==> src/rtl/lock_acq_pkg.sv <==
package lock_acq_pkg;
    typedef enum logic [2:0] {
        ST_IDLE,
        ST_SPIN,
        ST_ATTEMPT,
        ST_BACKOFF,
        ST_HELD,
        ST_RELEASE
    } acq_state_e;
endpackage

==> src/rtl/lock_backoff_delay.sv <==
// Holds the adaptive retry delay: doubles per collision, capped, halved on win.
module lock_backoff_delay #(
    parameter int unsigned NPROC = 8,
    parameter int unsigned DW    = 4
) (
    input  logic          clk,
    input  logic          rst_n,
    input  logic          fail_i,
    input  logic          win_i,
    output logic [DW-1:0] wait_o
);
    localparam logic [DW:0]   CAP  = (DW+1)'(NPROC);
    localparam logic [DW-1:0] ONE  = DW'(1);

    logic [DW-1:0] dly_q;
    logic          first_q;
    logic [DW:0]   doubled;
    logic [DW-1:0] grown;
    logic [DW-1:0] halved;

    always_comb begin
        doubled = {dly_q, 1'b0};
        grown   = (doubled > CAP) ? CAP[DW-1:0] : doubled[DW-1:0];
        wait_o  = first_q ? dly_q : grown;
        halved  = (dly_q >> 1) == '0 ? ONE : (dly_q >> 1);
    end

    always_ff @(posedge clk) begin
        if (!rst_n) begin
            dly_q   <= ONE;
            first_q <= 1'b1;
        end else if (fail_i) begin
            dly_q   <= wait_o;
            first_q <= 1'b0;
        end else if (win_i) begin
            dly_q   <= halved;
            first_q <= 1'b1;
        end
    end

    a_r7_delay_bounded: assert property (@(posedge clk) disable iff (!rst_n)
        (dly_q >= ONE) && ({1'b0, dly_q} <= CAP));
    a_r7_delay_grows: assert property (@(posedge clk) disable iff (!rst_n)
        (fail_i && !first_q) |=> dly_q >= $past(dly_q));
    a_r8_delay_shrinks: assert property (@(posedge clk) disable iff (!rst_n)
        win_i |=> dly_q <= $past(dly_q));
endmodule

==> src/rtl/lock_wait_timer.sv <==
// Down-counter that marks the last cycle of a retry wait.
module lock_wait_timer #(
    parameter int unsigned DW = 4
) (
    input  logic          clk,
    input  logic          rst_n,
    input  logic          load_i,
    input  logic [DW-1:0] len_i,
    output logic          last_o
);
    logic [DW-1:0] cnt_q;

    always_ff @(posedge clk) begin
        if (!rst_n)
            cnt_q <= '0;
        else if (load_i)
            cnt_q <= len_i;
        else if (cnt_q != '0)
            cnt_q <= cnt_q - DW'(1);
    end

    assign last_o = (cnt_q == DW'(1));

    a_r6_load_nonzero: assert property (@(posedge clk) disable iff (!rst_n)
        (load_i && len_i != '0) |=> cnt_q != '0);
endmodule

==> src/rtl/lock_acquirer.sv <==
module lock_acquirer #(
    parameter int unsigned NPROC = 8
) (
    input  logic clk,
    input  logic rst_n,
    input  logic core_req,
    input  logic core_release,
    output logic core_grant,
    output logic rel_error,
    output logic lk_rd,
    output logic lk_tas,
    output logic lk_clr,
    input  logic lk_rdata
);
    import lock_acq_pkg::*;

    localparam int unsigned DW = $clog2(NPROC + 1);

    acq_state_e    state_q, state_d;
    logic          tas_fail, tas_win, wait_last, err_q;
    logic [DW-1:0] wait_len;

    assign tas_fail = (state_q == ST_ATTEMPT) &&  lk_rdata;
    assign tas_win  = (state_q == ST_ATTEMPT) && !lk_rdata;

    lock_backoff_delay #(.NPROC(NPROC), .DW(DW)) delay_i (
        .clk(clk), .rst_n(rst_n), .fail_i(tas_fail), .win_i(tas_win), .wait_o(wait_len)
    );

    lock_wait_timer #(.DW(DW)) timer_i (
        .clk(clk), .rst_n(rst_n), .load_i(tas_fail), .len_i(wait_len), .last_o(wait_last)
    );

    always_ff @(posedge clk) begin
        if (!rst_n) begin
            state_q <= ST_IDLE;
            err_q   <= 1'b0;
        end else begin
            state_q <= state_d;
            if (core_release && state_q != ST_HELD)
                err_q <= 1'b1;
        end
    end

    always_comb begin
        state_d = state_q;
        unique case (state_q)
            ST_IDLE:    if (core_req) state_d = ST_SPIN;
            ST_SPIN:    if (!lk_rdata) state_d = ST_ATTEMPT;
            ST_ATTEMPT: state_d = lk_rdata ? ST_BACKOFF : ST_HELD;
            ST_BACKOFF: if (wait_last) state_d = ST_SPIN;
            ST_HELD:    if (core_release) state_d = ST_RELEASE;
            ST_RELEASE: state_d = ST_IDLE;
            default:    state_d = ST_IDLE;
        endcase
    end

    always_comb begin
        lk_rd      = (state_q == ST_SPIN);
        lk_tas     = (state_q == ST_ATTEMPT);
        lk_clr     = (state_q == ST_RELEASE);
        core_grant = (state_q == ST_HELD);
        rel_error  = err_q;
    end

    a_r10_one_op: assert property (@(posedge clk) disable iff (!rst_n)
        $onehot0({lk_rd, lk_tas, lk_clr}));
    a_r2_busy_keeps_reading: assert property (@(posedge clk) disable iff (!rst_n)
        (lk_rd && lk_rdata) |=> (lk_rd && !lk_tas));
    a_r3_free_triggers_tas: assert property (@(posedge clk) disable iff (!rst_n)
        (lk_rd && !lk_rdata) |=> lk_tas);
    a_r4_grant_after_win: assert property (@(posedge clk) disable iff (!rst_n)
        $rose(core_grant) |-> $past(lk_tas && !lk_rdata));
    a_r5_release_clears: assert property (@(posedge clk) disable iff (!rst_n)
        (core_grant && core_release) |=> (lk_clr && !core_grant));
    a_r9_error_sticky: assert property (@(posedge clk) disable iff (!rst_n)
        rel_error |=> rel_error);
endmodule

==> config.mk <==
export PLATFORM = sky130hd
export DESIGN_NAME = lock_acquirer
export DESIGN_NICKNAME = d
export VERILOG_FILES = /design/src/rtl/lock_acq_pkg.sv /design/src/rtl/lock_backoff_delay.sv /design/src/rtl/lock_wait_timer.sv /design/src/rtl/lock_acquirer.sv
export SDC_FILE = /design/constraint.sdc
export NUM_CORES = 1
export LEC_CHECK = 0
export BUFFER_PORTS_ARGS = -buffer_cell sky130_fd_sc_hd__clkbuf_2
export CORE_MARGIN = 8
export CORE_UTILIZATION = 35
export DETAILED_ROUTE_END_ITERATION = 6
export GPL_ROUTABILITY_DRIVEN = 0
export PLACE_DENSITY = 0.67
export REMOVE_ABC_BUFFERS = 1
export SETUP_SLACK_MARGIN = 0.1
export SLEW_MARGIN = 40
export SYNTH_ARGS = -nofsm -noshare
export SYNTH_HDL_FRONTEND = slang
export SYNTH_SLANG_ARGS = --single-unit
==> constraint.sdc <==
create_clock -name clk -period 1.4 [get_ports clk]
set_input_delay 0.07 -clock clk [delete_from_list [all_inputs] [get_ports clk]]
set_output_delay 0.07 -clock clk [all_outputs]
set_load 0.01 [all_outputs]
## After elaboration in Yosys (flattened, before gate mapping)

Cells that the tools add are included.
Widths: inputs -> output; s select.

| operators by class | value |
|---|---|
| add/subtract/negate cells | 1 |
| $mul | 0 |
| divide/modulo/power cells | 0 |
| $lt $le $gt $ge | 1 |
| equal/unequal tests | 11 |
| shifts and indexed selects | 0 |
| multiplexer cells | 15 |
| bitwise logic cells | 0 |
| reductions and logical operators | 10 |

Operators by type and width:

| cell | number |
|---|---|
| $mux 4 | 6 |
| $mux 3 | 6 |
| $pmux 3 s5 | 1 |
| $eq 3x2->1 const B | 2 |
| $eq 3x3->1 const B | 2 |
| $ne 2x2->1 const B | 3 |
| $gt 5x4->1 const B | 1 |
| $eq 4x1->1 const B | 1 |
| $logic_not 4->1 | 1 |
| $reduce_and 4->1 | 1 |
| $reduce_bool 2->1 | 2 |
| $reduce_bool 4->1 | 1 |
| $sub 4x1->4 const B | 1 |
| $eq 3x1->1 const B | 1 |
| $logic_and 1x1->1 | 3 |
| $logic_not 3->1 | 1 |
| $ne 3x3->1 const B | 1 |
| $mux 1 | 2 |
| $ne 2x1->1 const B | 1 |
| $logic_not 1->1 | 1 |

| storage, ports and cells | value |
|---|---|
| bits in registers | 13 |
| latch bits | 0 |
| bits in writable memories | 0 |
| ROM bits | 0 |
| bits of input ports | 5 |
| word-level logic and storage cells | 43 |
| memories | 0 |

## Longest topological paths before layout

Gate-level depths: netlist of run 1.

| depth | value |
|---|---|
| depth in word-level cells | 4 |
| mapped depth | 7 |

## Cells and area by module

Synthesis of run 1 repeated with hierarchy kept, for this count alone.

| second synthesis, totals | value |
|---|---|
| cells, all modules | 92 |
| area, all modules | 777.0 sq um |

Modules (own cells, without submodules):

| module | times used | cells an instance | area an instance (sq um) |
|---|---|---|---|
| lock_acquirer | 1 | 35 | 280.3 |
| lock_wait_timer | 1 | 27 | 251.5 |
| lock_backoff_delay | 1 | 30 | 245.2 |

## Worst setup path after synthesis of run 1

OpenSTA, ideal clock, no wires.

| timing | value |
|---|---|
| path type | register to register |
| from | register timer_i.cnt_q[0] |
| to | register timer_i.cnt_q[1] |
| library setup time | 115 ps |
| data arrival time | 1,299 ps |
| path slack | -13 ps |
| cell stages (with the launch flop) | 7 |
| buffers on the path | 0 |
| period minus slack after synthesis | 1,413 ps |
| cell sequence | dfxtp_1 inv_1 ha_1 or3b_4 o21ai_2 a21oi_1 o21a_1 |

| on the way | value |
|---|---|
| longest elaborated chain between the ends | 3 |
| elaborated cells on any way between the ends | 5 |

Ends and longest elaborated chain:

| item | line | text |
|---|---|---|
| start, declared | lock_wait_timer.sv:11 | `logic [DW-1:0] cnt_q;` |
| start signal, assigned | lock_wait_timer.sv:17 | `cnt_q <= len_i;` |
| start signal, assigned | lock_wait_timer.sv:19 | `cnt_q <= cnt_q - DW'(1);` |
| $sub 4x1->4 | lock_wait_timer.sv:19 |  |
| $mux 4 | lock_wait_timer.sv:18 | `else if (cnt_q != '0)` |
| $mux 4 | lock_wait_timer.sv:16 | `else if (load_i)` |

Parallel ways exist; a longest one is shown, timed or not. The select of a mux whose other input is x is not followed.
A chain may end at the register's enable or synchronous reset.

## Worst setup path in the final report of run 1

Same ends and word-level chain as after synthesis.

==> impl_metrics.toml, run 1 <==
[worst_setup_path]
cp.buffers_inverters = 1
critical-path-top-delay-family = "simple AND/OR/NAND/NOR gates"
worstPathRequired_ns = 1.57
crit_type = "flop to flop"
cp.arrival_ns = 1.56
cpPeakStageDelay_ns = 0.41
slowest_stage = "or3b_4"
startpoint_type = "flop"
cp_max_fo = 4
crit_path_cell_trace = "inv_2 -> ha_4 -> or3b_4 -> o21ai_2 -> a21oi_2 -> o21a_1"
cp-end-kind = "flop"

[clock_network]
cts_max_level = 1
clk_pin_slew_ns = 0.09
clock_latency_ns = 0.28
clock_path_buffers = 2
cts_tree = "yes"
cts.sinks = 13
cts_made_buffers = 3
cts_root_buf = "clkbuf_4"

[layout]
design_area_um2 = 918.4
antenna_cells = 0
fin_nets = 114
area_delta_synth_final_pct = 21.72
drive_above_1_share = 0.3714

[yosys]
synth_area_leaders = "dfxtp_1 (34%), a21oi_1 (6.0%), ha_1 (5.0%), o21ai_0 (3.3%), buf_6 (3.0%)"
yosys-top-cells-count = "dfxtp_1 (13), a21oi_1 (9), inv_1 (6), nand2_1 (6), nor2_1 (6)"
synth_top_area_cell = "dfxtp_1"
synth_compound_area_frac = 0.2255
synthMuxAreaShare = 0.01327
yosys.area_share.adder = 0.04975
synth_seq_cells = 13
synth_top_family_by_area = "simple AND/OR/NAND/NOR gates"
synth_area_um2 = 754.5
synthCells = 88
synth_edf_count = 0
async_flop_share = 0
synth.avg_cell_area_um2 = 8.574
synth_warnings = 0
synth_most_common_cell = "dfxtp_1"
synthXorXnorAreaFrac = 0.03317
ys_seq_area_frac = 0.3449
synthFlopType = "dfxtp_1"
synthSimpleGateAreaFrac = 0.2405
synth_top_area_frac = 0.3449
synthDistinctLibCells = 37

[floorplan]
die_w_um = 62.43
num_rows = 17
core_um2 = 2127
die_area_um2 = 3898
ios = 10
die_h_um = 62.43
start_util = 0.3547

[pwr]
p_seq_frac = 0.365
power_leakage_nw = 0.3742
peakVddDrop_mv = 0.8525
comb_power_share = 0.458
p_int_w = 0.0008757
p_total_w = 0.001331
clockPowerShare = 0.178
sw_frac_of_total = 0.3418
powerDensity_nw_per_um2 = 1449
netSwitchingPower_w = 0.0004548

[grt]
grt_overflow = 0
grt_pass1_wl_um = 2766
first_global_vias = 675
track_usage = 0.08364
grt_antenna_before_repair = 0
grt_max_degree = 13

[timing]
whs_ns = 0.05447
finClkSkew_ns = 0.01003
fin_crit_sh = 0.9933
hold_violations = 0
slew_viol_final = 0
relSlewSlack = 0.8234
post-route-min-period_ns = 1.391
setup-violations-final = 0
tns_ns = 0
max_freq_mhz = 719.1
worst_pin_slew_ns = 0.2616
rsz0062_at_grt = "yes"

[route]
drc = 0
wirelength_um = 1606
firstDrtPassIters = 5
vias = 671
routedWlPerCell_um = 12.08
drt_iter0_markers = 20
antenna_left = 0
vias_per_cell = 5.045

[min_path]
hold_path.class = "input port to flop"

[placement]
detailedPlacementHpwl_um = 1211
placed_area_um2 = 854.6
io_buffers = 9

[job]
cap_violations = 0

[outcome]
outcome = "finished clean"
timing repair:
action	in CTS	in global routing
setup buffers	1	0
hold buffers	0	0
cloned	0	0
pin swaps	2	1
endpoints found under the setup margin	3	5
gates resized for setup	6	4
state kept, by name, indices dropped and copies added, names as in the netlist:
name / count
delay_i.dly_q: 4
delay_i.first_q: 1
rel_error: 1
state_q: 3
timer_i.cnt_q: 4
power by group through the flow:
stage / combinational, W / clock [W] / sequential, W
global placement: 0.000515 / 0 / 0.000483
floorplan: 0.000374 / 0 / 0.000484
finish: 0.000609 / 0.000237 / 0.000485
detailed placement: 0.000529 / 0 / 0.000486
CTS: 0.000584 / 0.000245 / 0.000484
global route: 0.000663 / 0.000265 / 0.000494
cells in the final DEF (no fill, tap or decap), types with 2 or more instances in the layout:
cell type	instances
buf_4	9
dfxtp_2	3
o211ai_1	2
nor3_1	3
nand2_1	6
nor2_1	6
nand3_1	3
dfxtp_1	10
ha_1	2
inv_1	4
o21ai_0	5
a31o_2	2
clkbuf_4	3
inv_2	3
a21oi_1	8
a21oi_2	2
nor4b_1	2
clkbuf_2	9
cell families (layout without fill, tap and decap cells):
| family | count (synthesis) | in the layout |
|---|---|---|
| and+or+nand+nor | 30 | 30 |
| xor gates and xnor gates | 2 | 2 |
| adders and majority gates | 3 | 3 |
| muxes | 1 | 1 |
| AOI/OAI and AO/OA | 26 | 26 |
| DFF | 13 | 13 |
| buffers and inverters | 13 | 30 |
worst register-to-register path, delay by kind of cell, from the launching register on:
kind,cells,cell delay (ns)
adders and majority gates,1,0.12
DFF,1,0.33
and+or+nand+nor,1,0.41
AOI/OAI and AO/OA,3,0.34
buffers and inverters,1,0.07
stage by stage:
stage / utilization / std cells / setup slack, ns
2_1_floorplan: - / 83 / -0.01400
3_3_place_gp: 0.4018 / 128 / 0.03568
3_5_place_dp: 0.4018 / 128 / -0.02494
4_1_cts: 0.4247 / 133 / -0.005168
5_1_grt: 0.4318 / 133 / -0.02459
6_report: 0.4318 / 133 / 0.009329
routing by layer:
layer  GRT usage  vias up  wire length (µm)
met1     0.09792      307               765
li1            -      349                 -
met2      0.1345       15               713
met4     0.01140        0                 0
met3     0.04480        0               127
met5           0        -                 0
path summary, 6_finish.rpt:
check        cells after the start        startpoint                to  slack, ns
max reg2reg                      6  timer_i.cnt_q[0]  timer_i.cnt_q[1]      0.009
max                              6  timer_i.cnt_q[0]  timer_i.cnt_q[1]      0.009
min reg2reg                      2         rel_error         rel_error       0.45
min                              3      core_release         rel_error       0.05
layout make-up:
type | instances | area (µm²)
fill | 220 | 1209
sequential | 13 | 264.0
inverter | 8 | 32.53
tap | 28 | 35.03
multi-input combinational | 62 | 447.9
timing repair buffer | 18 | 112.6
clock buffer | 4 | 26.28
No activity file was read; power rests on OpenSTA's default activity.
==> run 2, diff against run 1 <==
- BUFFER_PORTS_ARGS: -buffer_cell sky130_fd_sc_hd__clkbuf_2 -> -buffer_cell sky130_fd_sc_hd__buf_2
- CORE_MARGIN: 8 -> 2
==> impl_metrics.toml, run 2 (synthesis results as in run 1) <==
[timing]
max_freq_mhz = 735.1
whs_ns = 0.04156
fin_crit_sh = 0.9717
hold_violations = 0
slew_viol_final = 0
rsz0062_at_grt = "yes"
finClkSkew_ns = 0.003581
fin_ws_ns = 0.03962
worst_pin_slew_ns = 0.3029
setup-violations-final = 0
relSlewSlack = 0.7981
post-route-min-period_ns = 1.360

[layout]
antenna_cells = 0
final_common_cell = "buf_4"
reg_top3 = "delay_i.dly_q x4, timer_i.cnt_q x4, state_q x3"
utilization = 0.4825
area_delta_synth_final_pct = 28.03
drive_above_1_share = 0.4182
final_cell_mix = "buf_4 (13), dfxtp_1 (10), a21oi_1 (9), buf_2 (9)"
fin_nets = 119
finalNonFillerCells = 137
fillers = 209

[placement]
detailedPlacementHpwl_um = 1140
post-place-ws_ns = -0.009413
io_buffers = 9
dp.cells = 127

[route]
drt_iter0_markers = 11
routedWlPerCell_um = 11.24
firstDrtPassIters = 4
vias_per_cell = 5.051
vias = 692
drc = 0
wirelength_um = 1540
antenna_left = 0

[clock_network]
cts_root_buf = "clkbuf_4"
cts.sinks = 13
cts_made_buffers = 3
cts_max_level = 1
cts_tree = "yes"
clock_latency_ns = 0.28
clk_pin_slew_ns = 0.08
clock_path_buffers = 2

[min_path]
worstHoldPathCells = 2
min_to = "delay_i.first_q"
min_from = "rst_n"
hold_path.class = "input port to flop"

[floorplan]
die_area_um2 = 2543
die_h_um = 50.43
ios = 10
core_um2 = 2002
num_rows = 16
start_util = 0.3769
die_w_um = 50.43

[job]
cap_violations = 0

[grt]
grt_pass1_wl_um = 2663
first_global_vias = 655
grt_overflow = 0
grt_antenna_before_repair = 0
track_usage = 0.1386
grt_max_degree = 13

[worst_setup_path]
r2r_cells = 6
cp_max_fo = 4
r2r-start = "timer_i.cnt_q[1]"
rr_endpoint = "timer_i.cnt_q[1]"
r2r_slack_ns = 0.04
cp.arrival_ns = 1.54
cp-end-kind = "flop"
crit_type = "flop to flop"
worstPathRequired_ns = 1.58
startpoint_type = "flop"

[pwr]
peakVddDrop_mv = 0.9766
power_leakage_nw = 0.4077
powerDensity_nw_per_um2 = 1376
p_total_w = 0.001330

[outcome]
outcome = "finished clean"
==> run 2: worst max path at each step <==
stage                            end  cells past startpoint  slack, ns             start
global route        timer_i.cnt_q[0]                      6      -0.01  timer_i.cnt_q[1]
floorplan           timer_i.cnt_q[1]                      6      -0.01  timer_i.cnt_q[0]
finish              timer_i.cnt_q[1]                      6       0.04  timer_i.cnt_q[1]
global placement    timer_i.cnt_q[2]                      6       0.03  timer_i.cnt_q[0]
detailed placement  timer_i.cnt_q[2]                      6     -0.009  timer_i.cnt_q[0]
CTS                 timer_i.cnt_q[0]                      6       0.02  timer_i.cnt_q[1]
==> run 2: stage by stage <==
stage | area [µm²] | setup TNS (ns)
final | 965.9 | 0
after global routing | 965.9 | -0.02632
after CTS | 908.4 | 0
after detailed placement | 853.3 | -0.009413
after global placement | 853.3 | 0
after floorplan | 714.4 | -0.02625
==> run 2: routing by layer <==
metal  GRT usage  part of all wire  vias to the layer above
li1            -                 -                      359
met1      0.1540              0.44                      323
met2      0.2346              0.52                        5
met3     0.05357             0.031                        5
met4     0.05856             0.014                        0
met5           0                 0                        -
==> run 2: worst max-delay path, cell delays in order, from the launching register on <==
cell and delay, ns:
dfxtp_2 0.33, inv_2 0.07, ha_4 0.13, or3b_4 0.41
o21ai_2 0.12, a21oi_1 0.05, o21a_1 0.16
==> run 2: layout make-up <==
cell class	count	area (µm²)	area share
Tap cell	27	33.78	0.03497
Clock inverter	1	5.005	0.005181
Clock buffer	3	22.52	0.02332
Timing Repair Buffer	23	153.9	0.1593
Multi-Input combinational cell	62	454.2	0.4702
Sequential cell	13	264.0	0.2733
Inverter	8	32.53	0.03368
==> run 2: where the power goes <==
| part | switching [W] | internal, W |
|---|---|---|
| Sequential | 0.0000474 | 0.000434 |
| Combinational | 0.000280 | 0.000332 |
| Clock | 0.000131 | 0.000106 |
==> run 2: what timing repair did <==
| item | CTS | global route |
|---|---|---|
| setup buffers | 1 | 5 |
| hold buffers | 0 | 0 |
| endpoints found under the setup margin | 3 | 7 |
| gates cloned | 0 | 0 |
| gates resized for setup | 7 | 6 |
| pin swaps | 4 | 4 |
==> run 3, diff against run 2 <==
- CORE_MARGIN: 2 -> 5
==> impl_metrics.toml, run 3 (synthesis results as in run 1) <==
[placement]
io_buffers = 9
detailedPlacementHpwl_um = 1176
dp.cells = 128

[worst_setup_path]
cp-end-kind = "flop"
cp_max_fo = 4
startpoint_type = "flop"
cp.arrival_ns = 1.54
worstPathRequired_ns = 1.58
crit_type = "flop to flop"

[clock_network]
cts_tree = "yes"
clk_pin_slew_ns = 0.08
clock_latency_ns = 0.27
cts.sinks = 13
cts_made_buffers = 3
cts_root_buf = "clkbuf_4"
clock_path_buffers = 2
cts_max_level = 1

[pwr]
p_int_w = 0.0008797
power_leakage_nw = 0.3883
comb_power_share = 0.462
netSwitchingPower_w = 0.0004523
clockPowerShare = 0.175
p_seq_frac = 0.363
sw_frac_of_total = 0.3396
peakVddDrop_mv = 0.7749
p_total_w = 0.001332
powerDensity_nw_per_um2 = 1427

[grt]
grt_pass1_wl_um = 2725
grt_antenna_before_repair = 0
first_global_vias = 633
grt_max_degree = 13
grt_overflow = 0
track_usage = 0.1056

[timing]
setup-violations-final = 0
fin_crit_sh = 0.9716
hold_violations = 0
relSlewSlack = 0.8223
rsz0062_at_grt = "yes"
whs_ns = 0.05490
max_freq_mhz = 735.2
slew_viol_final = 0
worst_pin_slew_ns = 0.2633
finClkSkew_ns = 0.006514
post-route-min-period_ns = 1.360

[layout]
finalNonFillerCells = 134
antenna_cells = 0
final_cell_mix = "buf_4 (11), dfxtp_1 (10), a21oi_1 (9), buf_2 (9)"
drive_above_1_share = 0.3832
fin_nets = 116
area_delta_synth_final_pct = 23.71
final_common_cell = "buf_4"
reg_top3 = "delay_i.dly_q x4, timer_i.cnt_q x4, state_q x3"

[route]
routedWlPerCell_um = 11.75
wirelength_um = 1574
firstDrtPassIters = 4
drc = 0
vias_per_cell = 5.015
antenna_left = 0
vias = 672
drt_iter0_markers = 20

[floorplan]
die_h_um = 56.43
die_w_um = 56.43
ios = 10
core_um2 = 2002
start_util = 0.3769
die_area_um2 = 3184
num_rows = 16

[min_path]
hold_path.class = "input port to flop"

[outcome]
outcome = "finished clean"

[job]
cap_violations = 0
-- run 3: layout make-up --
type	count	area (µm²)
Clock buffer	4	26.28
Fill cell	213	1069
Inverter	8	32.53
Multi-Input combinational cell	62	449.2
Sequential cell	13	264.0
Tap cell	27	33.78
Timing Repair Buffer	20	127.6
-- run 3: timing repair --
| item | CTS | global route |
|---|---|---|
| resized for setup | 5 | 5 |
| setup endpoints to repair | 3 | 7 |
| hold buffers | 0 | 0 |
| setup buffers | 0 | 2 |
| gates cloned | 0 | 0 |
| pin swaps | 3 | 2 |
-- run 3: power by group through the flow --
stage	logic (W)	clock network [W]	registers [W]
2_1_floorplan	0.000374	0	0.000484
3_3_place_gp	0.000539	0	0.000479
3_5_place_dp	0.000552	0	0.000482
4_1_cts	0.000581	0.000240	0.000480
5_1_grt	0.000689	0.000260	0.000493
6_report	0.000616	0.000233	0.000484
-- run 3: through the flow --
step	cell area (µm²)	TNS, ns	util	setup slack [ns]
6_report	933.4	0	0.4663	0.03976
4_1_cts	900.9	0	0.4500	0.01512
3_5_place_dp	860.8	0	0.4300	0.006638
3_3_place_gp	860.8	0	0.4300	0.04574
2_1_floorplan	714.4	-0.02625	-	-0.01400
5_1_grt	933.4	-0.05040	0.4663	-0.03173
-- run 3: critical path, stage by stage, from the launching register on --
cell	delay (ns)
dfxtp_2	0.33
inv_2	0.07
ha_4	0.13
or3b_4	0.41
o21ai_2	0.12
a21oi_1	0.05
o21a_1	0.16
-- run 3: worst paths after layout --
path | cells after the start | end | slack (ns) | start
hold / removal | 2 | delay_i.first_q | 0.05 | rst_n
hold reg to reg | 2 | rel_error | 0.45 | rel_error
setup / recovery | 6 | timer_i.cnt_q[1] | 0.04 | timer_i.cnt_q[0]
setup reg to reg | 6 | timer_i.cnt_q[1] | 0.04 | timer_i.cnt_q[0]
-- run 3: metal layers --
| metal | part of all wire | up-vias | GRT usage |
|---|---|---|---|
| met5 | 0 | - | 0 |
| met4 | 0.0083 | 0 | 0.04068 |
| met3 | 0.024 | 2 | 0.02752 |
| met2 | 0.48 | 7 | 0.1716 |
| met1 | 0.49 | 312 | 0.1317 |
| li1 | - | 351 | - |
